[src/rtl/rsb_pkg.sv]
package rsb_pkg;
  localparam int DATA_W = 8;
  localparam int OPC_W  = 8;
  localparam int FLAG_W = 4;
  localparam int SEL_W  = 3;
  // flag nibble positions
  localparam int FZ = 3;
  localparam int FN = 2;
  localparam int FH = 1;
  localparam int FC = 0;

  typedef enum logic [SEL_W-1:0] {
    SH_ROL_C  = 3'd0,
    SH_ROR_C  = 3'd1,
    SH_ROL_TC = 3'd2,
    SH_ROR_TC = 3'd3,
    SH_LSL    = 3'd4,
    SH_ASR    = 3'd5,
    SH_NSWAP  = 3'd6,
    SH_LSR    = 3'd7
  } shiftOp_e;

  typedef enum logic [1:0] {
    GRP_SHIFT = 2'd0,
    GRP_TEST  = 2'd1,
    GRP_CLR   = 2'd2,
    GRP_SET   = 2'd3
  } group_e;

  typedef struct packed {
    logic           fast;
    group_e         grp;
    shiftOp_e       shOp;
    logic [SEL_W-1:0] bitIdx;
    logic           wrEn;
  } ctrl_t;
endpackage

[src/rtl/rsb_decode.sv]
module rsb_decode
  import rsb_pkg::*;
#(
  parameter int OPW = OPC_W
) (
  input  logic           fastSel,
  input  logic [OPW-1:0] opByte,
  output ctrl_t          ctrl
);
  localparam int GRP_LSB = OPW - 2;
  localparam int SEL_LSB = 3;

  logic [1:0]       grpField;
  logic [SEL_W-1:0] selField;

  assign grpField = opByte[OPW-1:GRP_LSB];
  assign selField = opByte[SEL_LSB +: SEL_W];

  always_comb begin
    ctrl        = '0;
    ctrl.fast   = fastSel;
    ctrl.bitIdx = selField;
    if (fastSel) begin
      ctrl.grp  = GRP_SHIFT;
      ctrl.shOp = shiftOp_e'({1'b0, selField[1:0]});
    end else begin
      ctrl.grp  = group_e'(grpField);
      ctrl.shOp = shiftOp_e'(selField);
    end
    ctrl.wrEn = (ctrl.grp != GRP_TEST);
  end
endmodule

[src/rtl/rsb_datapath.sv]
module rsb_datapath
  import rsb_pkg::*;
#(
  parameter int W = DATA_W
) (
  input  ctrl_t              ctrl,
  input  logic [W-1:0]       operand,
  input  logic [FLAG_W-1:0]  flagsIn,
  output logic [W-1:0]       result,
  output logic [FLAG_W-1:0]  flagsOut
);
  localparam int HALF_W = W / 2;

  logic [W-1:0] bitMask;
  logic [W-1:0] shRes;
  logic         shCarry;
  logic         carryIn;
  logic         selBit;

  genvar gi;
  generate
    for (gi = 0; gi < W; gi++) begin : g_mask
      assign bitMask[gi] = (ctrl.bitIdx == SEL_W'(gi));
    end
  endgenerate

  assign carryIn = flagsIn[FC];
  assign selBit  = |(operand & bitMask);

  always_comb begin
    shRes   = operand;
    shCarry = 1'b0;
    unique case (ctrl.shOp)
      SH_ROL_C: begin
        shRes   = {operand[W-2:0], operand[W-1]};
        shCarry = operand[W-1];
      end
      SH_ROR_C: begin
        shRes   = {operand[0], operand[W-1:1]};
        shCarry = operand[0];
      end
      SH_ROL_TC: begin
        shRes   = {operand[W-2:0], carryIn};
        shCarry = operand[W-1];
      end
      SH_ROR_TC: begin
        shRes   = {carryIn, operand[W-1:1]};
        shCarry = operand[0];
      end
      SH_LSL: begin
        shRes   = {operand[W-2:0], 1'b0};
        shCarry = operand[W-1];
      end
      SH_ASR: begin
        shRes   = {operand[W-1], operand[W-1:1]};
        shCarry = operand[0];
      end
      SH_NSWAP: begin
        shRes   = {operand[HALF_W-1:0], operand[W-1:HALF_W]};
        shCarry = 1'b0;
      end
      SH_LSR: begin
        shRes   = {1'b0, operand[W-1:1]};
        shCarry = operand[0];
      end
      default: ;
    endcase
  end

  always_comb begin
    result   = operand;
    flagsOut = flagsIn;
    unique case (ctrl.grp)
      GRP_SHIFT: begin
        result       = shRes;
        flagsOut[FZ] = ctrl.fast ? 1'b0 : (shRes == '0);
        flagsOut[FN] = 1'b0;
        flagsOut[FH] = 1'b0;
        flagsOut[FC] = shCarry;
      end
      GRP_TEST: begin
        flagsOut[FZ] = ~selBit;
        flagsOut[FN] = 1'b0;
        flagsOut[FH] = 1'b1;
      end
      GRP_CLR: result = operand & ~bitMask;
      GRP_SET: result = operand | bitMask;
      default: ;
    endcase
  end
endmodule

[src/rtl/rsb_unit.sv]
module rsb_unit
  import rsb_pkg::*;
(
  input  logic              fastSel,
  input  logic [OPC_W-1:0]  opByte,
  input  logic [DATA_W-1:0] operand,
  input  logic [FLAG_W-1:0] flagsIn,
  output logic [DATA_W-1:0] result,
  output logic [FLAG_W-1:0] flagsOut,
  output logic              writeEn
);
  ctrl_t ctrl;

  rsb_decode #(.OPW(OPC_W)) u_decode (
    .fastSel(fastSel),
    .opByte (opByte),
    .ctrl   (ctrl)
  );

  rsb_datapath #(.W(DATA_W)) u_datapath (
    .ctrl    (ctrl),
    .operand (operand),
    .flagsIn (flagsIn),
    .result  (result),
    .flagsOut(flagsOut)
  );

  assign writeEn = ctrl.wrEn;
endmodule

[config.mk]
export PLATFORM = sky130hd
export DESIGN_NAME = rsb_unit
export DESIGN_NICKNAME = d
export VERILOG_FILES = /design/src/rtl/rsb_pkg.sv /design/src/rtl/rsb_decode.sv /design/src/rtl/rsb_datapath.sv /design/src/rtl/rsb_unit.sv
export SDC_FILE = /design/constraint.sdc
export NUM_CORES = 1
export LEC_CHECK = 0
export CAP_MARGIN = 15
export CORE_AREA = 3 3 48 50
export DETAILED_ROUTE_END_ITERATION = 10
export DIE_AREA = 0 0 51 53
export GPL_ROUTABILITY_DRIVEN = 0
export PLACE_DENSITY = 0.79
export SLEW_MARGIN = 5
export SYNTH_ARGS = -nofsm -noshare
export SYNTH_HDL_FRONTEND = slang
export SYNTH_SLANG_ARGS = --single-unit
[constraint.sdc]
create_clock -name vclk -period 2.15
set_input_delay 0.5375 -clock vclk [all_inputs]
set_output_delay 0.5375 -clock vclk [all_outputs]
set_load 0.01 [all_outputs]
==> impl_metrics.env <==
export IMPL_syn_to_final_growth_pct=119
export IMPL_dpl_cell_area_um2=1400
export IMPL_hold_path_class="input pin to output port"
export IMPL_netlist_cell_type_count=41
export IMPL_synthesis_area_um2=837
export IMPL_critPathArrivalTime_ns=1.95
export IMPL_vias_per_cell=7.13
export IMPL_wl_per_cell_um=26.4
export IMPL_slew_viol_final=0
export IMPL_grt_use_total_pct=41.4
export IMPL_dr_total_vias=1703
export IMPL_ir_drop_uv=207
export IMPL_synth_nets=157
export IMPL_cp_cell_sequence="clkdlybuf4s15_2, nor3_1, a21oi_1, o31ai_1, nand4_1, o211ai_2, buf_2"
export IMPL_yosysWarningCount=0
export IMPL_die_w_um=51
export IMPL_antenna_found_initial=0
export IMPL_netSwitchingFraction_pct=51.8
export IMPL_max_freq_ghz=0.403
export IMPL_ys_seq_area_share_pct=0
export IMPL_grt_pass1_wl_um=8230
export IMPL_n_sequential_cell=0
export IMPL_fin_tns_setup_ns=-1.43
export IMPL_drv_cap=0
export IMPL_dr_pass1_iters=8
export IMPL_routed_wirelength_um=6320
export IMPL_combPwrFrac_pct=100.0
export IMPL_setup_viol=10
export IMPL_status="finished, violations left"
export IMPL_syn_inst=136
export IMPL_ff_latch_area_um2=0
export IMPL_p_switching_uw=231
export IMPL_power_total_uw=445
export IMPL_fin_hold_ws_ns=1.54
export IMPL_ant_nets=0
export IMPL_route_detailed_drc=0
export IMPL_crit_type="input pin to output port"
export IMPL_startpoint_type="input pin"
export IMPL_cp_end_kind="output port"
export IMPL_hpwl_um=2790
export IMPL_drive_above_1_share_pct=65.1
export IMPL_n_antenna_cell=0
export IMPL_cp_max_fo=6
export IMPL_fin_ws_ns=-0.334
export IMPL_post_route_min_period_ns=2.48
export IMPL_violations="setup timing"
export IMPL_core_um2=1940
export IMPL_worst_pin_slew_ns=0.358
export IMPL_std_cell_rows=16
export IMPL_clockPowerShare_pct=0
export IMPL_critPathRequiredTime_ns=1.61
export IMPL_nets=235
export IMPL_initial_core_util_pct=43.1
export IMPL_first_iter_violations=168
export IMPL_cts_hold_buf=0
export IMPL_place_port_buffers=31
export IMPL_crit_path_max_incr_delay_ns=0.29
export IMPL_design_area_um2=1830
export IMPL_relSlewSlack_pct=75.8
export IMPL_finalHoldViolCount=0
export IMPL_dieArea_um2=2700
export IMPL_period_share_pct=116
export IMPL_num_clock_buffers=0
export IMPL_pre_cts_slack_ns=-1.06
export IMPL_ios=34
export IMPL_avgSynthCellArea_um2=6.15
export IMPL_die_height_um=53
export IMPL_grt_start_max_net_pins=13
export IMPL_p_int_uw=214
export IMPL_cp_slowest_cell="clkdlybuf4s15_2"
export IMPL_grt_overflow_total=0
export IMPL_grt_pass1_vias=1615
export IMPL_leakage_uw=0.000833
export IMPL_power_density_nw_per_um2=243
export IMPL_rsz0062_at_grt="true"
export IMPL_p_seq_share_pct=0
[layout by cell type, fill, tap and decap left out, drive strengths merged, types with 5 or more instances in the layout]
| cell | netlist | layout |
|---|---|---|
| nand2b | 8 | 8 |
| a21oi | 13 | 13 |
| buf | 10 | 75 |
| nor2 | 12 | 12 |
| o21ai | 10 | 10 |
| mux2i | 5 | 5 |
| nand2 | 19 | 19 |
[power groups by stage]
| stage | Clock [uW] | Combinational, uW | Sequential, uW |
|---|---|---|---|
| after detailed placement | 0 | 308 | 0 |
| after global placement | 0 | 302 | 0 |
| after floorplan | 0 | 142 | 0 |
| after CTS | 0 | 366 | 0 |
| final | 0 | 445 | 0 |
| after global routing | 0 | 459 | 0 |
[critical path, delay by kind of cell]
family | cells | cell delay, ns
AND/OR/NAND/NOR | 2 | 0.47
AO/OA/AOI/OAI | 3 | 0.48
buffers and inverters | 2 | 0.45
[worst paths after layout]
path | start | endpoint | cells past startpoint
max | operand[4] | flagsOut[3] | 7
min | fastSel | result[4] | 4
[cell usage after synthesis, drive strengths merged, types with 2 or more instances]
library cell | count | area [um2]
or2 | 4 | 25.0
nor2b | 4 | 32.5
clkbuf | 3 | 11.3
o21bai | 4 | 30.0
nand3b | 2 | 15.0
a221oi | 2 | 23.8
buf | 10 | 65.1
o31ai | 2 | 15.0
a21oi | 13 | 65.1
o211ai | 4 | 35.0
and3b | 2 | 17.5
nor3 | 4 | 20.0
a21o | 2 | 15.0
mux2 | 3 | 37.5
nor2 | 12 | 45.0
nand2 | 19 | 71.3
and2 | 2 | 12.5
mux2i | 5 | 50.1
nand2b | 8 | 50.1
o22ai | 4 | 25.0
nand3 | 2 | 10.0
a32oi | 3 | 26.3
o21ai | 10 | 50.1
[through the flow]
step                utilization [%]  std cells
detailed placement             72.0        220
global placement               72.0        220
global route                   94.4        239
finish                         94.4        239
CTS                            88.5        239
floorplan                         -        136
[timing repair]
| action | 4_1_cts | 5_1_grt |
|---|---|---|
| pin swaps | 28 | 11 |
| setup buffers | 19 | 0 |
| gates cloned | 1 | 0 |
| resized for setup | 151 | 35 |
| setup endpoints to repair | 13 | 11 |
[per-layer routing]
layer	vias to the layer above	share of wire [%]	global-route usage, %
li1	661	-	-
met2	208	43	77.7
met4	0	11	19.3
met1	744	31	46.4
met5	-	0	0
met3	90	15	4.23
[cells by family (layout without fill, tap and decap cells)]
family,Yosys count,in the layout,share of synthesized area (%)
mux,8,8,10.5
compound gates,52,52,41.9
simple gates,62,62,38.1
buf+inv,14,90,9.57
[cell type report]
| type | instances | area, um2 |
|---|---|---|
| Timing Repair Buffer | 89 | 766 |
| Fill cell | 60 | 109 |
| Multi-Input combinational cell | 122 | 1030 |
| Inverter | 1 | 3.75 |
| Tap cell | 27 | 33.8 |
Note: power is estimated with default switching activity, not from simulation.
